[config.mk]
export PLATFORM = sky130hd
export DESIGN_NAME = rcrc_accum
export DESIGN_NICKNAME = d
export VERILOG_FILES = /design/src/rtl/rcrc_pkg.sv /design/src/rtl/rcrc_lane_buf.sv /design/src/rtl/rcrc_shift_core.sv /design/src/rtl/rcrc_len_ctr.sv /design/src/rtl/rcrc_accum.sv
export SDC_FILE = /design/constraint.sdc
export NUM_CORES = 1
export LEC_CHECK = 0
export ABC_AREA = 1
export BUFFER_PORTS_ARGS = -buffer_cell sky130_fd_sc_hd__clkbuf_2
export CAP_MARGIN = 20
export CORE_ASPECT_RATIO = 1.4
export CORE_UTILIZATION = 59
export CTS_CLUSTER_DIAMETER = 120
export CTS_CLUSTER_SIZE = 14
export DETAILED_ROUTE_END_ITERATION = 6
export GPL_TIMING_DRIVEN = 0
export PLACE_DENSITY_LB_ADDON = 0.1
export SYNTH_ARGS = -nofsm -noshare
export SYNTH_HDL_FRONTEND = slang
export SYNTH_HIERARCHICAL = 1
export SYNTH_SLANG_ARGS = --single-unit
[constraint.sdc]
create_clock -name clk -period 2.88 [get_ports clk]
set_input_delay 0.576 -clock clk [delete_from_list [all_inputs] [get_ports clk]]
set_output_delay 0.576 -clock clk [all_outputs]
set_load 0.02 [all_outputs]
[src/rtl/rcrc_pkg.sv]
package rcrc_pkg;

  localparam int unsigned CRC_W  = 16;
  localparam int unsigned BYTE_W = 8;

  typedef enum logic [2:0] {
    ST_WAIT,
    ST_INV,
    ST_ZERO,
    ST_FIN,
    ST_HOLD
  } ctl_state_t;

  // One backward bit step: undoes one forward shift of the generator.
  function automatic logic [CRC_W-1:0] inv_bit(input logic [CRC_W-1:0] r,
                                               input logic [CRC_W-1:0] poly);
    logic [CRC_W-1:0] rev_poly;
    rev_poly = {1'b1, poly[CRC_W-1:1]};
    return r[0] ? ((r >> 1) ^ rev_poly) : (r >> 1);
  endfunction

  // One forward bit step with a zero input bit.
  function automatic logic [CRC_W-1:0] fwd_bit(input logic [CRC_W-1:0] r,
                                               input logic [CRC_W-1:0] poly);
    return r[CRC_W-1] ? ((r << 1) ^ poly) : (r << 1);
  endfunction

endpackage

[src/rtl/rcrc_lane_buf.sv]
module rcrc_lane_buf #(
  parameter int LANES = 7,
  parameter int CNT_W = 3
) (
  input  logic                      clk,
  input  logic                      rst_n,
  input  logic                      clr,
  input  logic                      load,
  input  logic [8*LANES-1:0]        load_data,
  input  logic [CNT_W-1:0]          load_cnt,
  input  logic                      load_last,
  input  logic                      take,
  output logic [7:0]                cur_byte,
  output logic                      at_final_lane,
  output logic                      frame_last
);
  localparam int SLOTS = 1 << CNT_W;

  logic [8*LANES-1:0] data_q;
  logic [CNT_W-1:0]   cnt_q;
  logic [CNT_W-1:0]   idx_q;
  logic               last_q;
  logic [7:0]         lane_arr [SLOTS];
  logic [CNT_W:0]     idx_nx;

  for (genvar g = 0; g < SLOTS; g++) begin : g_lane
    if (g < LANES) begin : g_real
      assign lane_arr[g] = data_q[8*g +: 8];
    end else begin : g_pad
      assign lane_arr[g] = '0;
    end
  end

  assign cur_byte      = lane_arr[idx_q];
  assign idx_nx        = {1'b0, idx_q} + (CNT_W+1)'(1);
  assign at_final_lane = (idx_nx == {1'b0, cnt_q});
  assign frame_last    = last_q;

  always_ff @(posedge clk or negedge rst_n) begin
    if (!rst_n) begin
      data_q <= '0;
      cnt_q  <= '0;
      idx_q  <= '0;
      last_q <= 1'b0;
    end else if (clr) begin
      cnt_q  <= '0;
      idx_q  <= '0;
      last_q <= 1'b0;
    end else if (load) begin
      data_q <= load_data;
      cnt_q  <= load_cnt;
      idx_q  <= '0;
      last_q <= load_last;
    end else if (take) begin
      idx_q  <= idx_nx[CNT_W-1:0];
    end
  end

  AST_LANE_IN_RANGE: assert property (@(posedge clk) disable iff (!rst_n)
    take |-> (idx_q < cnt_q));

endmodule

[src/rtl/rcrc_shift_core.sv]
module rcrc_shift_core import rcrc_pkg::*; #(
  parameter logic [CRC_W-1:0] POLY = 16'h1021
) (
  input  logic             clk,
  input  logic             rst_n,
  input  logic             clr,
  input  logic             inv_en,
  input  logic             absorb,
  input  logic [7:0]       absorb_byte,
  input  logic             fwd_en,
  output logic [CRC_W-1:0] state
);
  logic [CRC_W-1:0] reg_q;
  logic [CRC_W-1:0] inv_nx;

  always_comb begin
    inv_nx = inv_bit(reg_q, POLY);
    if (absorb) inv_nx = inv_nx ^ {absorb_byte, {(CRC_W-BYTE_W){1'b0}}};
  end

  always_ff @(posedge clk or negedge rst_n) begin
    if (!rst_n)      reg_q <= '0;
    else if (clr)    reg_q <= '0;
    else if (inv_en) reg_q <= inv_nx;
    else if (fwd_en) reg_q <= fwd_bit(reg_q, POLY);
  end

  assign state = reg_q;

  AST_ONE_DIRECTION: assert property (@(posedge clk) disable iff (!rst_n)
    !(inv_en && fwd_en));
  AST_ABSORB_ON_STEP: assert property (@(posedge clk) disable iff (!rst_n)
    absorb |-> inv_en);

endmodule

[src/rtl/rcrc_len_ctr.sv]
module rcrc_len_ctr #(
  parameter int LEN_W = 16
) (
  input  logic             clk,
  input  logic             rst_n,
  input  logic             clr,
  input  logic             inc,
  input  logic             dec,
  output logic             len_zero,
  output logic             len_one
);
  logic [LEN_W-1:0] len_q;

  always_ff @(posedge clk or negedge rst_n) begin
    if (!rst_n)    len_q <= '0;
    else if (clr)  len_q <= '0;
    else if (inc)  len_q <= len_q + LEN_W'(1);
    else if (dec)  len_q <= len_q - LEN_W'(1);
  end

  assign len_zero = (len_q == '0);
  assign len_one  = (len_q == LEN_W'(1));

  AST_NO_OVERFLOW: assert property (@(posedge clk) disable iff (!rst_n)
    inc |-> (len_q != '1));
  AST_NO_UNDERFLOW: assert property (@(posedge clk) disable iff (!rst_n)
    dec |-> (len_q != '0));
  AST_EXCLUSIVE_CNT: assert property (@(posedge clk) disable iff (!rst_n)
    !(inc && dec));

endmodule

[src/rtl/rcrc_accum.sv]
module rcrc_accum import rcrc_pkg::*; #(
  parameter int               LANES = 7,
  parameter int               LEN_W = 16,
  parameter logic [CRC_W-1:0] POLY  = 16'h1021,
  localparam int              CNT_W = $clog2(LANES + 1)
) (
  input  logic                 clk,
  input  logic                 rst_n,
  input  logic                 start_i,
  input  logic                 frm_valid_i,
  output logic                 frm_ready_o,
  input  logic [8*LANES-1:0]   frm_data_i,
  input  logic [CNT_W-1:0]     frm_count_i,
  input  logic                 frm_last_i,
  output logic [CRC_W-1:0]     crc_o,
  output logic                 done_o
);
  ctl_state_t       state_q, state_d;
  logic [2:0]       bit_q;
  logic [CRC_W-1:0] crc_q;
  logic             done_q;

  // named internal events
  logic             accept_evt;
  logic             inv_en, fwd_en;
  logic             absorb_evt;
  logic             len_inc, len_dec;
  logic             fin_evt;

  logic [7:0]       cur_byte;
  logic             at_final_lane, frame_last;
  logic             len_zero, len_one;
  logic [CRC_W-1:0] core_state;

  assign frm_ready_o = (state_q == ST_WAIT);
  assign accept_evt  = frm_valid_i && frm_ready_o && !start_i;
  assign fin_evt     = (state_q == ST_FIN);

  always_comb begin
    state_d    = state_q;
    inv_en     = 1'b0;
    fwd_en     = 1'b0;
    absorb_evt = 1'b0;
    len_inc    = 1'b0;
    len_dec    = 1'b0;
    unique case (state_q)
      ST_WAIT: begin
        if (accept_evt) begin
          if (frm_count_i != '0) state_d = ST_INV;
          else if (frm_last_i)   state_d = ST_ZERO;
        end
      end
      ST_INV: begin
        inv_en = 1'b1;
        if (bit_q == 3'd7) begin
          absorb_evt = 1'b1;
          len_inc    = 1'b1;
          if (at_final_lane) state_d = frame_last ? ST_ZERO : ST_WAIT;
        end
      end
      ST_ZERO: begin
        if (len_zero) begin
          state_d = ST_FIN;
        end else begin
          fwd_en = 1'b1;
          if (bit_q == 3'd7) begin
            len_dec = 1'b1;
            if (len_one) state_d = ST_FIN;
          end
        end
      end
      ST_FIN:  state_d = ST_HOLD;
      ST_HOLD: state_d = ST_HOLD;
      default: state_d = ST_WAIT;
    endcase
  end

  always_ff @(posedge clk or negedge rst_n) begin
    if (!rst_n) begin
      state_q <= ST_WAIT;
      bit_q   <= '0;
      crc_q   <= '0;
      done_q  <= 1'b0;
    end else if (start_i) begin
      state_q <= ST_WAIT;
      bit_q   <= '0;
      crc_q   <= '0;
      done_q  <= 1'b0;
    end else begin
      state_q <= state_d;
      if (inv_en || fwd_en) bit_q <= bit_q + 3'd1;
      if (fin_evt) crc_q <= core_state;
      done_q  <= fin_evt;
    end
  end

  rcrc_lane_buf #(.LANES(LANES), .CNT_W(CNT_W)) u_lanes (
    .clk           (clk),
    .rst_n         (rst_n),
    .clr           (start_i),
    .load          (accept_evt),
    .load_data     (frm_data_i),
    .load_cnt      (frm_count_i),
    .load_last     (frm_last_i),
    .take          (absorb_evt),
    .cur_byte      (cur_byte),
    .at_final_lane (at_final_lane),
    .frame_last    (frame_last)
  );

  rcrc_shift_core #(.POLY(POLY)) u_core (
    .clk         (clk),
    .rst_n       (rst_n),
    .clr         (start_i),
    .inv_en      (inv_en),
    .absorb      (absorb_evt),
    .absorb_byte (cur_byte),
    .fwd_en      (fwd_en),
    .state       (core_state)
  );

  rcrc_len_ctr #(.LEN_W(LEN_W)) u_len (
    .clk      (clk),
    .rst_n    (rst_n),
    .clr      (start_i),
    .inc      (len_inc),
    .dec      (len_dec),
    .len_zero (len_zero),
    .len_one  (len_one)
  );

  assign crc_o  = crc_q;
  assign done_o = done_q;

  AST_DONE_PULSE: assert property (@(posedge clk) disable iff (!rst_n)
    done_o |=> !done_o);
  AST_CRC_HOLD: assert property (@(posedge clk) disable iff (!rst_n)
    (!start_i && !fin_evt) |=> $stable(crc_o));
  AST_START_CLEARS: assert property (@(posedge clk) disable iff (!rst_n)
    start_i |=> (crc_o == '0 && frm_ready_o && !done_o));
  AST_READY_BUSY: assert property (@(posedge clk) disable iff (!rst_n)
    (accept_evt && (frm_count_i != '0 || frm_last_i)) |=> !frm_ready_o);
  AST_EMPTY_PASS: assert property (@(posedge clk) disable iff (!rst_n)
    (accept_evt && frm_count_i == '0 && !frm_last_i) |=> frm_ready_o);

endmodule

== After elaboration in Yosys (flattened, before gate mapping) ==
Index checks and enable logic that the tools add are counted.
Word-level totals
  flip-flop bits (word level): 118
  input port bits: 64
  output and inout port bits: 18
  logic and storage cells: 91
Operators by class
  add/sub/neg operators: 4
  $lt $le $gt $ge: 1
  equality and inequality tests: 13
  muxes and demuxes: 42
  bitwise gates (word level): 5
  reduce and logical (&&, ||, !) cells: 16
Operators by type and width (number)
  $mux 16: 10
  $mux 3: 16
  $bmux 8 s3: 1
  $add 16x1->16 const B: 1
  $eq 16x1->1 const B: 1
  $logic_not 16->1: 1
  $mux 8: 2
  $sub 16x1->16 const B: 1
  $xor 16x16->16: 1
  $mux 13: 1
  $pmux 3 s4: 1
  $reduce_bool 3->1: 4
  $mux 1: 10
  $ne 4x4->1 const B: 2
  $eq 3x2->1 const B: 2
  $eq 3x3->1 const B: 2
  $ne 3x3->1 const B: 2
  $reduce_and 6->1: 1
  $reduce_bool 2->1: 3
  $add 3x1->4 const B: 1
  $eq 4x3->1: 1
  $ge 4x4->1 const B: 1
  $ne 4x2->1 const B: 1
  $not 3->4: 1
  13 further kinds: 14

== Logic depth before layout (Yosys ltp) ==
  depth in word-level cells: 8
  depth in mapped cells: 17
  depth with buffers taken out: 17

== Hierarchy ==
The synthesis kept the hierarchy.
Modules (own cells, without submodules)
  rcrc_lane_buf: instances 1, cells each 415, area an instance 3072.9 µm², seq. area each 1576.5 µm²
  rcrc_len_ctr: instances 1, cells each 199, area an instance 1308.8 µm², seq. area each 400.4 µm²
  rcrc_accum: instances 1, cells each 150, area an instance 1201.2 µm², seq. area each 575.6 µm²
  rcrc_shift_core: instances 1, cells each 139, area an instance 1039.7 µm², seq. area each 400.4 µm²

== Least setup slack after synthesis ==
OpenSTA, ideal clock, no wires.
  kind: register to register
  from: register state_q[1]
  to: register u_len.len_q[15]
  library setup time: 0.119 ns
  data arrival time: 1.871 ns
  data required time: 2.761 ns
  path slack: 0.890 ns
  cell stages (with the launch flop): 13
  buffers on the path: 2
  clock period less this slack: 1.990 ns
  cell sequence: dfrtp_1 -> buf_4 -> nor2_2 -> nand2_2 -> nor2_1 -> buf_6 -> nand3_2 -> o21ai_1 -> nand2_1 -> inv_1 -> nand3_1 -> nand2_1 -> nor2_1
On the way
  cells in the longest elaborated chain, start to end: 4
  elaborated cells between the ends (all ways): 7
  classes of those cells: eq/ne: 2; mux: 4; reduce/logical: 1
RTL lines
  start: declaration: RTL line rcrc_accum.sv:18  | ctl_state_t state_q, state_d;
  start signal: assignment: RTL line rcrc_accum.sv:90  | state_q <= state_d;
  $eq 3x1->1 *
  $mux 1 *
  named net absorb_evt: RTL line rcrc_accum.sv:26  | logic absorb_evt;
  $mux 16: RTL line rcrc_len_ctr.sv:17  | else if (inc) len_q <= len_q + LEN_W'(1);
  $mux 16: RTL line rcrc_len_ctr.sv:16  | else if (clr) len_q <= '0;
  end signal: assignment: RTL line rcrc_len_ctr.sv:17
  end signal: assignment: RTL line rcrc_len_ctr.sv:18  | else if (dec) len_q <= len_q - LEN_W'(1);
  end: declaration: RTL line rcrc_len_ctr.sv:12  | logic [LEN_W-1:0] len_q;
Mark *: on every way through the listed nets, which the timed path passes. The rest lies on a longest branch.
A chain may end at the register's enable or synchronous reset.

== Worst setup path in the final report ==
  from: register state_q[1]
  to: register u_len.len_q[13]
The elaborated chain is that of the path after synthesis.

==> metrics <==
status=finished, final reports clean; clock power share=32.6%; Worst VDD drop=0.000497 V; Netlist Area Pre-Place=around 0.0066 sq mm; Final Setup Violations=0; CP max FO=11; Rel. slew slack=37.1%; Max Freq=386 MHz; row count=45; Port Buffers=81; cell with the most instances after synthesis=nand2_1; Maximum Capacitance Violations=0; vias in the first global route=between 5000 and 6000; WL final=15600 um; gr usage total=between 20 and 30%; RSZ-0062 raised after global routing=no; Initial Util=approximately three fifths; TritonRoute pass-1 iters=7; Gate power share=about 31%; Pint=4.33 mW; switching pwr=2.28 mW; Clock Skews=0.00597 ns; CTS tree=done; mean routed wirelength per cell=~14 um; Routability Congestion=between 0.8 and 0.9; Crit. End Element=flip-flop; Seq cells post-synth=118; CTS Hold Bufs=0; synth warn=6; htree depth=4; Post-CTS Resized=0; Top FF cell, synth=dfrtp_1; Setup Buffers After CTS=0; TritonCTS buffer count=17; Synth area leader=dfrtp_1; DRC Markers=0; Area contributors post-synth=dfrtp_1 45%, nand2_1 15%, nand3_1 8.1%; Tmin final=around 2.6 ns; global route overflow=0; Fin. Hold Viols=0; largest net degree at the start of global routing=75; Tightest Pin Transition=0.941 ns; fin. max-slew vios=0; Hold Path Class=input pin to asynchronous set/reset pin; final hold slack=0.0884 ns; vias=6126; Clock Sinks=118; number of nets with antenna violations after routing=0; Detailed Place HPWL=11000 um; Final #Nets=1074; crit path DAT=2.89 ns; Seq/Total Area, Yosys=44.6%; CP Launch Type=flip-flop; clk buf depth=2; share of layout cells above drive strength 1=18.7%; Avg Inst Size Synth=7.33 sq um; pwr dens=about 840 mW/mm^2; DRT iter0 DRCs=between 300 and 400; core area=0.0109 sq mm; initial antenna violation count=0; Cell Area, Placed=0.00724 sq mm; die area=0.0117 sq mm; Pleak=approximately 4.2 nW; Ports=82; crit path kind=flip-flop to flip-flop; period utilization=90.1%; Non-Filler Cell Area, Final=approximately 0.008 sq mm; clk_lat worst skew=0.41 ns; Fin Setup TNS=0 ns; ys async rst share=100%; global-route wire length before repair=26800 um; Post-synth EDFFs=0; most instantiated cells after synthesis=268 x nand2_1, 118 x dfrtp_1, 107 x nand3_1, 107 x nor2_1, 101 x inv_1; die span in x=roughly 92 um; sw frac=34.4%; Yosys cell types=37; chip height=127 um; Sequential Power Share=between 30% and 40%; n_diodes=0; CTS root buffer=clkbuf_16; syn nets=973; Synth Instances=903; CTS clk-pin slew, worst paths=approximately 0.05 ns; fillers=925; worst path required time=around 3.2 ns; Vias/cell=5.30; top-area cell type share of the netlist area=44.6%; Area Growth Syn to Fin=18.5%
[worst max-delay path, stage by stage, from the launching register on]
cell	delay, ns
dfrtp_1	0.35
buf_4	0.18
nor2_2	0.17
nand2_2	0.14
nor2_1	0.74
inv_2	0.19
buf_2	0.25
a21oi_2	0.16
nand3_2	0.11
nor2_1	0.14
nor2_1	0.06
[routing by layer]
metal  vias to the layer above  global-route usage [%]  part of all wire (%)
li1                       3061                       -                     -
met1                      2852                    34.9                    42
met2                       169                    51.0                    51
met3                        44                    5.77                   4.7
met4                         0                    13.6                   3.2
met5                         -                       0                     0
[registers in the layout, indices dropped and copies added, names as in the netlist]
signal	cells
u_lanes/idx_q	3
done_o	1
u_core/state	16
u_len/len_q	16
bit_q	3
u_lanes/data_q	56
u_lanes/cnt_q	3
state_q	3
crc_o	16
u_lanes/frame_last	1
[path summary, 6_finish.rpt]
check                                startpoint            endpoint  slack [ns]  cells past startpoint
worst max-delay path                 state_q[1]     u_len/len_q[13]        0.29                     10
worst min-delay path                      rst_n      u_len/len_q[4]        0.09                      1
worst max register to register       state_q[1]     u_len/len_q[13]        0.29                     10
worst min register to register  u_core/state[3]            crc_o[3]        0.47                      2
max in group asynchronous                 rst_n     u_core/state[8]        2.11                      2
min in group clk                 frm_data_i[49]  u_lanes/data_q[49]        0.39                      3
[final cells by class]
class                           count  area, sq um  share of cell area, %
Multi-Input combinational cell    637         3000                   38.3
Sequential cell                   118         2950                   37.6
Clock buffer                       22          484                   6.17
Timing Repair Buffer               82          442                   5.63
Inverter                          110          418                   5.33
Buffer                             38          248                   3.16
Tap cell                          141          176                   2.25
Clock inverter                      8          123                   1.56
[kinds of logic (layout without fill, tap and decap cells)]
| logic type | after synthesis | count (layout) | share of synthesized area, % |
|---|---|---|---|
| simple gates | 518 | 518 | 34.1 |
| buf+inv | 148 | 260 | 10.1 |
| flops | 118 | 118 | 44.6 |
| compound gates | 110 | 110 | 9.71 |
| fa+ha+maj | 6 | 6 | 1.13 |
| xor+xnor | 3 | 3 | 0.397 |
[stage by stage]
step / instances / setup WS, ns / utilization (%) / total power, mW
2_1_floorplan: 903 / 0.890 / - / 3.91
3_3_place_gp: 1125 / -0.535 / 66.3 / 4.36
3_5_place_dp: 1126 / 0.371 / 66.6 / 4.44
4_1_cts: 1156 / 0.303 / 72.2 / 6.62
5_1_grt: 1156 / 0.0653 / 72.2 / 7.05
6_report: 1156 / 0.286 / 72.2 / 6.61
[power groups by stage]
stage                     Combinational [mW]  Sequential (mW)  Clock, mW
final                                   2.04             2.41       2.16
after global routing                    2.32             2.48       2.25
after CTS                               2.03             2.41       2.18
after detailed placement                2.01             2.43          0
after global placement                  1.95             2.42          0
after floorplan                         1.54             2.37          0
[layout by cell type (no fill, tap or decap), types with 6 or more instances in the layout]
cell type  instances
dfrtp_1          118
clkbuf_16         17
inv_1            101
buf_6              6
ha_1               6
nor2_2            10
nand2_1          268
buf_4             11
nand3_1          107
inv_2              6
clkbuf_1           7
nand4_1            7
o21ai_0           20
clkbuf_2          80
buf_2             15
o21ai_1           11
a21oi_1           62
nor2_1           107
Power figures use the tool's default switching activity.
